**src/rtl/trp_pkg.sv**
```systemverilog
package trp_pkg;
  localparam int SRC_N    = 2;
  localparam int SRC_OVF  = 0;
  localparam int SRC_FULL = 1;
endpackage

```
**src/rtl/trp_ctrl.sv**
```systemverilog
// Capture on/off state and the registered FIFO empty status.
module trp_ctrl (
  input  logic clk,
  input  logic rst,
  input  logic cmd_go,
  input  logic cmd_halt,
  input  logic fifo_empty_i,
  output logic active,
  output logic empty_q
);
  always_ff @(posedge clk) begin
    if (rst) begin
      active  <= 1'b0;
      empty_q <= 1'b1;
    end else begin
      empty_q <= fifo_empty_i;
      if (cmd_halt)    active <= 1'b0;   // stop has priority over start
      else if (cmd_go) active <= 1'b1;
    end
  end
endmodule

```
**src/rtl/trp_pointer.sv**
```systemverilog
// Write pointer with wrap or halt at the upper bound.
module trp_pointer #(
  parameter int AW = 32
) (
  input  logic          clk,
  input  logic          rst,
  input  logic [AW-1:0] base,
  input  logic [AW-1:0] limit,
  input  logic          wrap,
  input  logic          rewind,
  input  logic          active,
  input  logic          word_valid,
  output logic [AW-1:0] ptr,
  output logic [AW-1:0] wr_addr,
  output logic          wr_en,
  output logic          full_q,
  output logic          full_evt
);
  logic accept;
  logic at_limit;

  assign at_limit = (ptr == limit);
  assign accept   = word_valid & active & ~full_q & ~rewind;
  assign full_evt = accept & at_limit;

  always_ff @(posedge clk) begin
    if (rst) begin
      ptr     <= '0;
      wr_addr <= '0;
      wr_en   <= 1'b0;
      full_q  <= 1'b0;
    end else begin
      wr_en <= accept;
      if (accept) wr_addr <= ptr;
      if (rewind) begin
        ptr    <= base;
        full_q <= 1'b0;
      end else if (accept) begin
        if (at_limit) begin
          if (wrap) ptr    <= base;
          else      full_q <= 1'b1;
        end else begin
          ptr <= ptr + AW'(1);
        end
      end
    end
  end
endmodule

```
**src/rtl/trp_irq.sv**
```systemverilog
// Raw / enable / clear event bits and the masked interrupt line.
module trp_irq
  import trp_pkg::*;
(
  input  logic             clk,
  input  logic             rst,
  input  logic [SRC_N-1:0] set,
  input  logic [SRC_N-1:0] clr,
  input  logic [SRC_N-1:0] en,
  output logic [SRC_N-1:0] raw,
  output logic             irq
);
  logic [SRC_N-1:0] raw_d;

  for (genvar i = 0; i < SRC_N; i++) begin : g_src
    assign raw_d[i] = set[i] | (raw[i] & ~clr[i]);   // set wins over clear
    always_ff @(posedge clk) begin
      if (rst) raw[i] <= 1'b0;
      else     raw[i] <= raw_d[i];
    end
  end

  always_ff @(posedge clk) begin
    if (rst) irq <= 1'b0;
    else     irq <= |(raw_d & en);
  end
endmodule

```
**src/rtl/trace_ring_addr.sv**
```systemverilog
module trace_ring_addr
  import trp_pkg::*;
#(
  parameter int AW = 32
) (
  input  logic             clk,
  input  logic             rst,
  input  logic [AW-1:0]    cfg_base,
  input  logic [AW-1:0]    cfg_limit,
  input  logic             cfg_wrap,
  input  logic             cmd_rewind,
  input  logic             cmd_go,
  input  logic             cmd_halt,
  input  logic             word_valid,
  input  logic             ovf_pulse,
  input  logic             fifo_empty_i,
  input  logic [SRC_N-1:0] irq_en,
  input  logic [SRC_N-1:0] irq_clr,
  output logic [AW-1:0]    mem_addr,
  output logic             mem_we,
  output logic [AW-1:0]    cur_ptr,
  output logic             capturing,
  output logic             full,
  output logic             fifo_empty,
  output logic [SRC_N-1:0] irq_raw,
  output logic             irq
);
  logic             full_evt;
  logic [SRC_N-1:0] evt;

  trp_ctrl u_ctrl (
    .clk(clk), .rst(rst), .cmd_go(cmd_go), .cmd_halt(cmd_halt),
    .fifo_empty_i(fifo_empty_i), .active(capturing), .empty_q(fifo_empty)
  );

  trp_pointer #(.AW(AW)) u_ptr (
    .clk(clk), .rst(rst), .base(cfg_base), .limit(cfg_limit), .wrap(cfg_wrap),
    .rewind(cmd_rewind), .active(capturing), .word_valid(word_valid),
    .ptr(cur_ptr), .wr_addr(mem_addr), .wr_en(mem_we), .full_q(full),
    .full_evt(full_evt)
  );

  always_comb begin
    evt           = '0;
    evt[SRC_OVF]  = ovf_pulse;
    evt[SRC_FULL] = full_evt;
  end

  trp_irq u_irq (
    .clk(clk), .rst(rst), .set(evt), .clr(irq_clr), .en(irq_en),
    .raw(irq_raw), .irq(irq)
  );
endmodule

```
**config.mk**
```make
export PLATFORM = sky130hd
export DESIGN_NAME = trace_ring_addr
export DESIGN_NICKNAME = d
export VERILOG_FILES = /design/src/rtl/trp_pkg.sv /design/src/rtl/trp_ctrl.sv /design/src/rtl/trp_pointer.sv /design/src/rtl/trp_irq.sv /design/src/rtl/trace_ring_addr.sv
export SDC_FILE = /design/constraint.sdc
export NUM_CORES = 1
export LEC_CHECK = 0
export BUFFER_PORTS_ARGS = -buffer_cell sky130_fd_sc_hd__buf_2
export CAP_MARGIN = 20
export CORE_UTILIZATION = 45
export CTS_CLUSTER_DIAMETER = 150
export DETAILED_ROUTE_END_ITERATION = 8
export PLACE_DENSITY = 0.74
export SLEW_MARGIN = 20
export SYNTH_ARGS = -nofsm -noshare
export SYNTH_HDL_FRONTEND = slang
export SYNTH_SLANG_ARGS = --single-unit
```
**constraint.sdc**
```tcl
create_clock -name clk -period 2.7 [get_ports clk]
set_input_delay 0.405 -clock clk [delete_from_list [all_inputs] [get_ports clk]]
set_output_delay 0.405 -clock clk [all_outputs]
set_load 0.02 [all_outputs]
```
# == Word-level counts from Yosys, hierarchy flattened ==
# Index checks and enable logic that the tools add are counted.
# Widths: inputs -> output; s select.
# word_totals
register_bits,71
memories,0
latchBits,0
word_cells,36
romBits,0
mem_bits_rw,0
# op_classes
bitwise_logic,14
n_mux,4
add_sub_neg,1
div_mod_pow,0
n_reduce_logical,6
n_shift,0
eq_ne,2
n_mul,0
n_lt_le_gt_ge,0
# op_table
cell,count
$mux 32,4
$add 32x1->32 const B,1
$eq 32x32->1,1
$and 1x1->1,6
$reduce_or 2->1,3
$not 1->1,5
$ne 3x3->1 const B,1
$reduce_and 3->1,1
$and 2x2->2,1
$or 1x1->1,2
$reduce_and 2->1,1
$reduce_bool 2->1,1

# == Depth between registers and ports, before layout ==
# Gate-level depths: netlist of the first run.
# depth
depth_word,7
ltp_mapped,9
depth_no_buf,7

# == By module ==
# From an unflattened synthesis of the first run, not the netlist that was laid out.
# hier_totals
cells_unflattened,516
area_unflattened_um2,3956.3
# modules_own_cells
mod,area_per_inst_um2,cells_each,instances
trp_pointer,3779.9,501,1
trp_irq,121.4,10,1
trp_ctrl,55.1,5,1

# == Least setup slack after synthesis of the first run ==
# No wires, ideal clock.
# synth_timing
kind,register to register
start,register u_ptr.ptr[0]
end,register u_ptr.ptr[24]
required_time_ns,2.577
slack_ns,0.662
stages_incl_launch_ff,8
setup_ns,0.123
n_path_buf,0
arrival_time_ns,1.915
period_less_slack_ns,2.038
path_cell_list,dfxtp_1 -> ha_1 -> nand3_1 -> nor4_4 -> nand4_1 -> or2_2 -> a21oi_1 -> o22ai_1
# synth_via
elab_chain_cells,4
word_cells_on_any_way,7
classes_between,add/sub (1); eq/ne (2); mux (3); reduce/logical (1)
# synth_lines
element,line,source
"start, declared",trp_pointer.sv:13,"output logic [AW-1:0] ptr,"
"start signal, assigned",trp_pointer.sv:36,ptr <= base;
"start signal, assigned",trp_pointer.sv:40,if (wrap) ptr <= base;
"start signal, assigned",trp_pointer.sv:43,ptr <= ptr + AW'(1);
$add 32x1->32 or $eq 32x32->1 (tied branches),"trp_pointer.sv:43, trp_pointer.sv:22",
$mux 32,trp_pointer.sv:39,if (at_limit) begin
$mux 32,trp_pointer.sv:38,end else if (accept) begin
$mux 32,trp_pointer.sv:35,if (rewind) begin
# Parallel ways exist; a longest one is shown, timed or not. The select of a mux whose other input is x is not followed.
# A chain may end at the register's enable or synchronous reset.

# == Final worst setup path of the first run ==
# layout_timing
start,register u_ptr.ptr[26]
end,register u_ptr.ptr[25]
# layout_via
elab_chain_cells,4
word_cells_on_any_way,6
classes_between,eq/ne (2); mux (3); reduce/logical (1)
# layout_lines
element,line,source
$eq 32x32->1 (*),trp_pointer.sv:22,assign at_limit = (ptr == limit);
$mux 32,trp_pointer.sv:39,
$mux 32,trp_pointer.sv:38,
$mux 32,trp_pointer.sv:35,
# Every way passes the cells marked *; elsewhere a longest branch is shown, timed or not. The select of a mux whose other input is x is not followed.

==> reports/qor.txt, run 1 <==
Longest Clk Path Bufs -> 2
Highest Signal Layer -> met4
#FFs+latches synth -> 71
Kind of cell with the highest combined delay on the critical path -> compound AO/OA/AOI/OAI gates
Hold buffer count at cts -> 0
Worst path slowest cell -> dfxtp_1
Largest net degree at the start of global routing -> 40
Global-route wire length before repair -> 21,640 um
Fmax achieved -> 419.2 MHz
Max-cap violation count -> 0
Diode count -> 0
Final Critical Period -> 2386 ps
Clock Sinks -> 71
Num rows -> 34
Sequential cell area fraction in the yosys report -> 35.28%
RSZ-0062 raised after global routing -> false
Wire length per cell -> 17.22 um
Clock transition at path regs -> 80 ps
Vias -> 4,511
# fillers -> 798
# resized after CTS -> 0
Switching power -> 0.0006555 W
Synth async-reset ratio -> 0%
CTS tree -> yes
Final Cycle Share -> 88.36%
Nets -> 749
Max FO, Critical Path -> 18
WP data required -> 2930 ps
CORE AREA -> 8678 um^2
Setup-failing EPs final -> 0
Mapped Cells -> 510
Post-synth top area share -> 35.28%
Final hold violations -> 0
CP bufs+invs -> 1
Worst-margin pin slew -> 613.2 ps
Area Overhead vs Synth -> 29.19%
WL met3 -> 1262 um
Critical Path, Cell by Cell -> xor2_1, nor4_1, and4_1, a21oi_4, buf_12, mux2i_1, o22ai_1
Reg power frac -> 47.4%
Synthesized area -> 4029 um^2
Full die area -> 9335 um^2
Routed WL -> 13,500 um
Internal -> 0.001675 W
Peak supply drop -> 239.0 uV
Post-Syn Area per Cell -> 7.900 um^2
Power Dens Cells -> 447.8 nW/um^2
Critical path class -> register to register
CP Capture Type -> register
Skew final -> 11.52 ps
Slowest cell delay on critical path -> 470 ps
Die width -> 96.62 um
DRC -> 0
Largest area contributor in the netlist -> dfxtp_1
Gr ovfl total -> 0
Yosys cell types -> 49
Yosys warns -> 0
Global placement routability congestion -> 0.8915
Setup TNS Final -> 0 ps
Hold WC Path Type -> input port to register
Die Ht -> 96.62 um
Critical path arrival -> 2620 ps
Share of post-route cells with drive strength above 1 -> 33.73%
Initial antenna violation count -> 0
Outcome -> finished clean
Logic pwr share -> 15.6%
Vias per cell -> 5.754
Port bufs -> 147
Boundary pin count -> 148
CTS H-tree lvls -> 3
Met2 routed WL -> 6244 um
Fin util -> 59.98%
CP startpoint kind -> register
Setup Buffers After CTS -> 0
Met1 Routed Length -> 5575 um
Post-synth EDFFs -> 0
Sw frac -> 28.12%
Post-DRT Antenna Nets -> 0
Drt pass-1 iters -> 5
Gr usage total -> 28.57%
Top_reg_cell synth -> dfxtp_1
Number of global-route vias before repair -> 4,277
Top area cells in the synthesized netlist -> dfxtp_1 35%, nand2_1 9.9%, a21oi_1 8.0%, mux2i_1 7.7%, xor2_1 7.0%
Top-count cell post-synth -> nand2_1
Initial core utilization -> 46.42%
Slew Limit Fails -> 0
Post-synth top cells -> 106 x nand2_1, 71 x dfxtp_1, 64 x a21oi_1
CTS Buf Count -> 9
DR iter-0 viols -> 306
Clk pwr share -> 36.9%
Clk root buf -> clkbuf_8
Hpwl dp -> 9982 um
Net Count, Synth -> 588
Worst skew pair latency -> 350 ps
Lkg Pwr -> 2.354 nW
Slew HR -> 59.08%
[per-stage QoR]
step                      hold WS, ps  std cells  setup WS (ps)  cell area (um^2)  total power [W]
after floorplan                 484.3        510          662.4              4029         0.001324
after global placement          440.0        768          311.8              5015         0.001483
after detailed placement        446.5        768          207.6              5015         0.001489
after CTS                       214.2        784          315.0              5205         0.002326
after global routing            209.1        784          87.35              5205         0.002414
final                           214.7        784          314.3              5205         0.002331
[cells in the final DEF, fill, tap and decap left out, types with 10 or more instances in the layout]
cell / count
a21oi_1: 64
buf_2: 147
buf_4: 42
clkbuf_8: 10
dfxtp_1: 71
mux2i_1: 31
nand2_1: 106
nand3_1: 15
nor2_1: 26
nor3_1: 11
o22ai_1: 29
xor2_1: 32
[power groups by stage]
stage          registers [W]  clock network [W]  logic [W]
6_report             0.00111           0.000861   0.000364
5_1_grt              0.00111           0.000918   0.000388
4_1_cts              0.00110           0.000860   0.000362
3_5_place_dp         0.00113                  0   0.000360
3_3_place_gp         0.00113                  0   0.000355
2_1_floorplan        0.00116                  0   0.000162
[final cells by class]
cell class | count | area [um^2] | area share [%]
clock buffers | 12 | 145.1 | 2.788
clock inverters | 4 | 45.04 | 0.8654
inverters | 7 | 26.28 | 0.5048
multi-input cells | 391 | 2341 | 44.98
flip-flops and latches | 71 | 1421 | 27.31
well taps | 108 | 135.1 | 2.596
repair buffers | 191 | 1091 | 20.96
[cell families after synthesis]
family / after synthesis / synth area share [%]
DFF: 71 / 35.28
buffers and inverters: 48 / 6.677
AOI/OAI and AO/OA: 117 / 17.86
xor gates and xnor gates: 32 / 6.957
and+or+nand+nor: 210 / 25.22
muxes: 31 / 7.702
adders and majority gates: 1 / 0.3105
[registers in the layout, indices dropped and copies added, names as in the netlist]
register,count
u_irq.irq,1
u_irq.raw,2
u_ptr.wr_addr,32
u_ptr.ptr,32
u_ctrl.active,1
u_ptr.full_q,1
u_ptr.wr_en,1
u_ctrl.empty_q,1
[per-layer routing]
metal / GRT usage [%] / vias up
met5: 0 / -
met4: 11.37 / 0
met3: 6.431 / 30
met2: 45.50 / 263
met1: 37.42 / 2116
li1: - / 2102
[worst paths after layout]
path                     from                to  slack (ps)  depth (start not counted)
max             u_ptr.ptr[26]     u_ptr.ptr[25]         310                          7
min                  cmd_halt     u_ctrl.active         210                          2
max reg2reg     u_ptr.ptr[26]     u_ptr.ptr[25]         310                          7
min reg2reg  u_ptr.wr_addr[2]  u_ptr.wr_addr[2]         450                          2
(Power assumes the default switching activity.)
==> run 2: changes to the inputs <==
--- a/config.mk
+++ b/config.mk
@@ -5,12 +5,12 @@
 export SDC_FILE = /design/constraint.sdc
 export NUM_CORES = 1
 export LEC_CHECK = 0
-export BUFFER_PORTS_ARGS = -buffer_cell sky130_fd_sc_hd__buf_2
+export BUFFER_PORTS_ARGS = -buffer_cell sky130_fd_sc_hd__buf_4
 export CAP_MARGIN = 20
 export CORE_UTILIZATION = 45
 export CTS_CLUSTER_DIAMETER = 150
 export DETAILED_ROUTE_END_ITERATION = 8
-export PLACE_DENSITY = 0.74
+export PLACE_DENSITY = 0.73
 export SLEW_MARGIN = 20
 export SYNTH_ARGS = -nofsm -noshare
 export SYNTH_HDL_FRONTEND = slang
==> run 2 against run 1 <==
  * Hold slack got worse by 11 ps
  * Combinational power rose by 11%
  * Design area rose by 6.5%
  * Largest cell class unchanged
==> reports/qor.txt, run 2 (synthesized netlist as in run 1, its figures left out) <==
Outcome -> finished clean
Setup TNS Final -> 0 ps
Share of post-route cells with drive strength above 1 -> 33.33%
Largest net degree at the start of global routing -> 41
Final instance area -> 5543 um^2
DRC -> 0
CORE AREA -> 8678 um^2
Post-DRT Antenna Nets -> 0
Vias per cell -> 5.665
Hold buffer count at cts -> 0
Fin util -> 63.87%
Logic pwr share -> 17.0%
Critical path arrival -> 2770 ps
Initial core utilization -> 46.42%
Wire length per cell -> 16.84 um
Die Ht -> 96.62 um
Power Dens Cells -> 428.3 nW/um^2
Final Cycle Share -> 93.40%
Area Overhead vs Synth -> 37.58%
Reg power frac -> 46.7%
Routed WL -> 13,140 um
Critical path origin -> u_ptr.ptr[0]
Global-route wire length before repair -> 21,090 um
Final hold violations -> 0
RSZ-0062 raised after global routing -> false
Clock Sinks -> 71
RR Startpoint -> u_ptr.ptr[0]
Switching power -> 0.0006584 W
DR iter-0 viols -> 293
Initial antenna violation count -> 0
# resized after CTS -> 0
Max-cap violation count -> 0
Number of global-route vias before repair -> 4,253
CP startpoint kind -> register
Clock transition at path regs -> 80 ps
Clk root buf -> clkbuf_8
Gr ovfl total -> 0
Total power -> 0.002374 W
Area after DPL -> 5353 um^2
Worst skew pair latency -> 350 ps
Slew Limit Fails -> 0
Setup-failing EPs final -> 0
Full die area -> 9335 um^2
Num rows -> 34
Diode count -> 0
CTS H-tree lvls -> 3
Skew final -> 7.555 ps
Worst Hold Launch -> cmd_halt
Boundary pin count -> 148
WP data required -> 2940 ps
Most frequent cells in the layout -> 185 x buf_4, 106 x nand2_1, 71 x dfxtp_1
Hpwl dp -> 9845 um
Longest Clk Path Bufs -> 2
CP Capture Type -> register
Commonest non-fill, non-tap cell in the layout -> buf_4
Fmax achieved -> 396.5 MHz
Slew HR -> 41.42%
Placed Instances -> 764
Gr usage total -> 27.95%
Critical path class -> register to register
Nets -> 745
Setup Buffers After CTS -> 0
Max FO, Critical Path -> 8
CTS Buf Count -> 9
Die width -> 96.62 um
Global placement routability congestion -> 0.8786
Worst-margin pin slew -> 875.4 ps
Lkg Pwr -> 2.402 nW
Drt pass-1 iters -> 5
Post-route insts no fill -> 780
# fillers -> 788
CTS tree -> yes
Final Critical Period -> 2522 ps
Hold WC Path Type -> input port to register
Vias -> 4,419
Sw frac -> 27.73%
Clk pwr share -> 36.3%
Peak supply drop -> 255.6 uV
Internal -> 0.001716 W
Biggest regs -> u_ptr.ptr: 32 flops, u_ptr.wr_addr: 32 flops, u_irq.raw: 2 flops
Port bufs -> 147
==> run 2: cell types whose count changed in the layout (fill, tap and decap cells not counted), sizes merged <==
cell  change
buf       -4
==> run 2: stage by stage <==
stage | hold WS (ps) | setup WS, ps
6_report | 203.9 | 178.1
5_1_grt | 210.0 | 93.41
4_1_cts | 198.3 | 298.4
3_5_place_dp | 447.9 | 253.2
3_3_place_gp | 443.4 | 333.5
2_1_floorplan | 484.3 | 662.4
==> run 2: metal layers <==
layer / routed length (um) / part of all wire, % / global-route usage (%) / vias to the layer above
li1: - / - / - / 2095
met1: 5811 / 44 / 37.82 / 2070
met2: 5939 / 45 / 43.39 / 215
met3: 934 / 7.1 / 4.624 / 39
met4: 451 / 3.4 / 13.09 / 0
met5: 0 / 0 / 0 / -
==> run 2: layout make-up <==
class / instances / area, um^2 / share of cell area, %
multi-input cells: 391 / 2341 / 42.23
repair buffers: 187 / 1429 / 25.78
flip-flops and latches: 71 / 1421 / 25.64
clock buffers: 12 / 145.1 / 2.619
well taps: 108 / 135.1 / 2.438
clock inverters: 4 / 45.04 / 0.8126
inverters: 7 / 26.28 / 0.4740
==> run 2: power groups by stage <==
stage | combinational (W) | clock, W | sequential, W
after floorplan | 0.000162 | 0 | 0.00116
after global placement | 0.000393 | 0 | 0.00113
after detailed placement | 0.000399 | 0 | 0.00113
after CTS | 0.000401 | 0.000868 | 0.00111
after global routing | 0.000427 | 0.000907 | 0.00111
final | 0.000404 | 0.000862 | 0.00111
==> run 2: final timing paths <==
kind / to / slack [ps] / cells past startpoint
setup / recovery: u_ptr.ptr[26] / 180 / 7
hold / removal: u_ctrl.active / 200 / 2
setup reg to reg: u_ptr.ptr[26] / 180 / 7
hold reg to reg: u_ptr.wr_addr[18] / 460 / 2
==> run 2: worst max-delay path, stage by stage (launching register included) <==
cell	delay (ps)
dfxtp_1	490
ha_1	270
nand3_1	250
nor3_1	390
nand3_1	290
or3_1	420
a21oi_1	190
o22ai_1	100
==> run 3: changes to the inputs <==
--- a/config.mk
+++ b/config.mk
@@ -5,12 +5,13 @@
 export SDC_FILE = /design/constraint.sdc
 export NUM_CORES = 1
 export LEC_CHECK = 0
+export ABC_AREA = 1
 export BUFFER_PORTS_ARGS = -buffer_cell sky130_fd_sc_hd__buf_4
 export CAP_MARGIN = 20
 export CORE_UTILIZATION = 45
 export CTS_CLUSTER_DIAMETER = 150
 export DETAILED_ROUTE_END_ITERATION = 8
-export PLACE_DENSITY = 0.73
+export PLACE_DENSITY = 0.72
 export SLEW_MARGIN = 20
 export SYNTH_ARGS = -nofsm -noshare
 export SYNTH_HDL_FRONTEND = slang
==> run 3 against run 2 <==
  * Core utilization fell by 2.6 points
  * Sequential share of layout area fell by 0.55 points
  * Count of clock-buffer cells in the layout did not move
  * Critical endpoint is now u_ptr.ptr[30]
==> reports/qor.txt, run 3 <==
Outcome -> finished clean
Final Cycle Share -> 82.76%
Clk root buf -> clkbuf_8
Commonest non-fill, non-tap cell in the layout -> nand2_1
Worst Setup EP -> u_ptr.ptr[30]
DR iter-0 viols -> 161
Final WS setup -> 465.5 ps
Post-DRT Antenna Nets -> 0
Biggest regs -> u_ptr.ptr: 32 flops, u_ptr.wr_addr: 32 flops, u_irq.raw: 2 flops
Synth async-reset ratio -> 0%
#FFs+latches synth -> 71
Largest net degree at the start of global routing -> 65
Skew final -> 6.854 ps
Fmax achieved -> 447.5 MHz
Gr ovfl total -> 0
Num rows -> 35
Die Ht -> 99.62 um
Die width -> 99.62 um
WP data required -> 2990 ps
Power Dens Cells -> 464.6 nW/um^2
Final hold violations -> 0
Area after DPL -> 5475 um^2
Slew Limit Fails -> 0
Most frequent cells in the layout -> 259 x nand2_1, 153 x buf_4, 126 x nor2_1
Initial core utilization -> 46.40%
Initial antenna violation count -> 0
Diode count -> 0
Hpwl dp -> 10,090 um
Drt pass-1 iters -> 4
Mapped Cells -> 705
CP Capture Type -> register
Critical Path, Cell by Cell -> xnor2_1, nand2_1, nor2_1, nand2_1, nor2_4, nand2_4, nand2_4, nand2_1, nand2_1, nor2_1, nor2_1
Pre-CTS setup slack -> 454.2 ps
CTS tree -> yes
Max FO, Critical Path -> 34
RSZ-0062 raised after global routing -> false
Share of post-route cells with drive strength above 1 -> 22.22%
Port bufs -> 147
CTS Buf Count -> 9
Largest area contributor in the netlist -> dfxtp_1
Full die area -> 9923 um^2
Critical path arrival -> 2520 ps
Reg2reg end -> u_ptr.ptr[30]
Longest Clk Path Bufs -> 2
Cell mode on critical path -> nand2_1
Top-count cell post-synth -> nand2_1
Total power -> 0.002632 W
Storage element area -> 1421 um^2
Post-synth top area share -> 33.15%
Nets -> 919
Post-Syn Area per Cell -> 6.082 um^2
DRC -> 0
Global-route wire length before repair -> 22,250 um
Worst R2R Setup Slack -> 470 ps
Top area cells in the synthesized netlist -> dfxtp_1 33%, nand2_1 23%, nor2_1 11%, xor2_1 5.1%, xnor2_1 4.7%
Wire length per cell -> 13.82 um
Gr usage total -> 28.43%
R2R cell count -> 11
Net Count, Synth -> 783
Area Overhead vs Synth -> 32.13%
Peak supply drop -> 343.4 uV
Global placement routability congestion -> 0.8601
Worst path slowest cell -> dfxtp_1
Top_reg_cell synth -> dfxtp_1
Lkg Pwr -> 2.743 nW
RR Startpoint -> u_ptr.ptr[15]
Worst-margin pin slew -> 666.7 ps
Slew HR -> 55.55%
Setup TNS Final -> 0 ps
Hold buffer count at cts -> 0
CTS H-tree lvls -> 3
Clock Sinks -> 71
# fillers -> 898
Sequential cell area fraction in the yosys report -> 33.15%
Post-route insts no fill -> 975
Placed Instances -> 959
Number of global-route vias before repair -> 4,664
Post-synth EDFFs -> 0
Slowest cell delay on critical path -> 490 ps
CORE AREA -> 9240 um^2
Routed WL -> 13,480 um
Yosys warns -> 0
CP startpoint kind -> register
Final Critical Period -> 2234 ps
Final instance area -> 5665 um^2
Setup-failing EPs final -> 0
Critical path class -> register to register
# resized after CTS -> 0
Post-synth top cells -> 259 x nand2_1, 127 x nor2_1, 71 x dfxtp_1
Clock transition at path regs -> 80 ps
Synthesized area -> 4288 um^2
Critical path origin -> u_ptr.ptr[15]
Vias per cell -> 4.866
Worst skew pair latency -> 350 ps
Hold WC Path Type -> input port to register
Max-cap violation count -> 0
Multi-input logic area -> 2536 um^2
Setup Buffers After CTS -> 0
Boundary pin count -> 148
Vias -> 4,744
Yosys cell types -> 24
-- run 3: changes by cell type in the layout (fill, tap and decap cells not counted), sizes merged, moves of 9 or more --
cell / change
nor3: -9
nor2: +104
inv: +42
mux2i: -31
a21oi: -31
nor4: -11
nand3: +23
buf: -33
o21ai: +30
nand2: +156
o22ai: -29
xnor2: +23
-- run 3: through the flow --
stage          utilization, %  hold WS (ps)
2_1_floorplan               -         481.8
3_3_place_gp            59.26         496.7
3_5_place_dp            59.26         498.6
4_1_cts                 61.31         193.9
5_1_grt                 61.31         195.8
6_report                61.31         209.9
-- run 3: routing by layer --
| layer | part of all wire [%] | global-route usage, % |
|---|---|---|
| met1 | 46 | 36.89 |
| met3 | 4.5 | 5.060 |
| met2 | 49 | 49.20 |
| met4 | 0.52 | 6.222 |
| met5 | 0 | 0 |
-- run 3: worst min path at each step --
| stage | startpoint | slack (ps) | cells after the start | end |
|---|---|---|---|---|
| floorplan | rst | 480 | 1 | u_ctrl.active |
| global placement | u_ptr.full_q | 500 | 2 | u_ptr.full_q |
| detailed placement | u_ptr.full_q | 500 | 2 | u_ptr.full_q |
| CTS | cmd_halt | 190 | 2 | u_ctrl.active |
| global route | cmd_halt | 200 | 2 | u_ctrl.active |
| finish | cmd_halt | 210 | 2 | u_ctrl.active |
-- run 3: cell families (layout without fill, tap and decap cells) --
group                      after synthesis  after routing  synth area share (%)
AOI/OAI and AO/OA                       67             67                 7.820
xor gates and xnor gates                48             48                 9.804
adders and majority gates                1              1                0.2918
buffers and inverters                   79            220                 7.878
DFF                                     71             71                 33.15
and+or+nand+nor                        439            439                 41.06
-- run 3: report_power, final --
part	internal (W)	switching [W]	leakage, nW
Combinational	0.000265	0.000319	2.06
Sequential	0.00110	0.0000756	0.582
Clock	0.000449	0.000424	0.100
Total	0.00181	0.000818	2.74
-- run 3: final cells by class --
class	count	area share [%]
well taps	129	2.849
inverters	50	3.313
clock inverters	4	0.7951
multi-input cells	555	44.77
flip-flops and latches	71	25.09
clock buffers	12	2.562
repair buffers	154	20.63
-- run 3: worst max-delay path, delay by kind of cell, from the launching register on --
| kind | cells | cell delay [ps] |
|---|---|---|
| flops | 1 | 490 |
| xor+xnor | 1 | 160 |
| simple gates | 10 | 1520 |
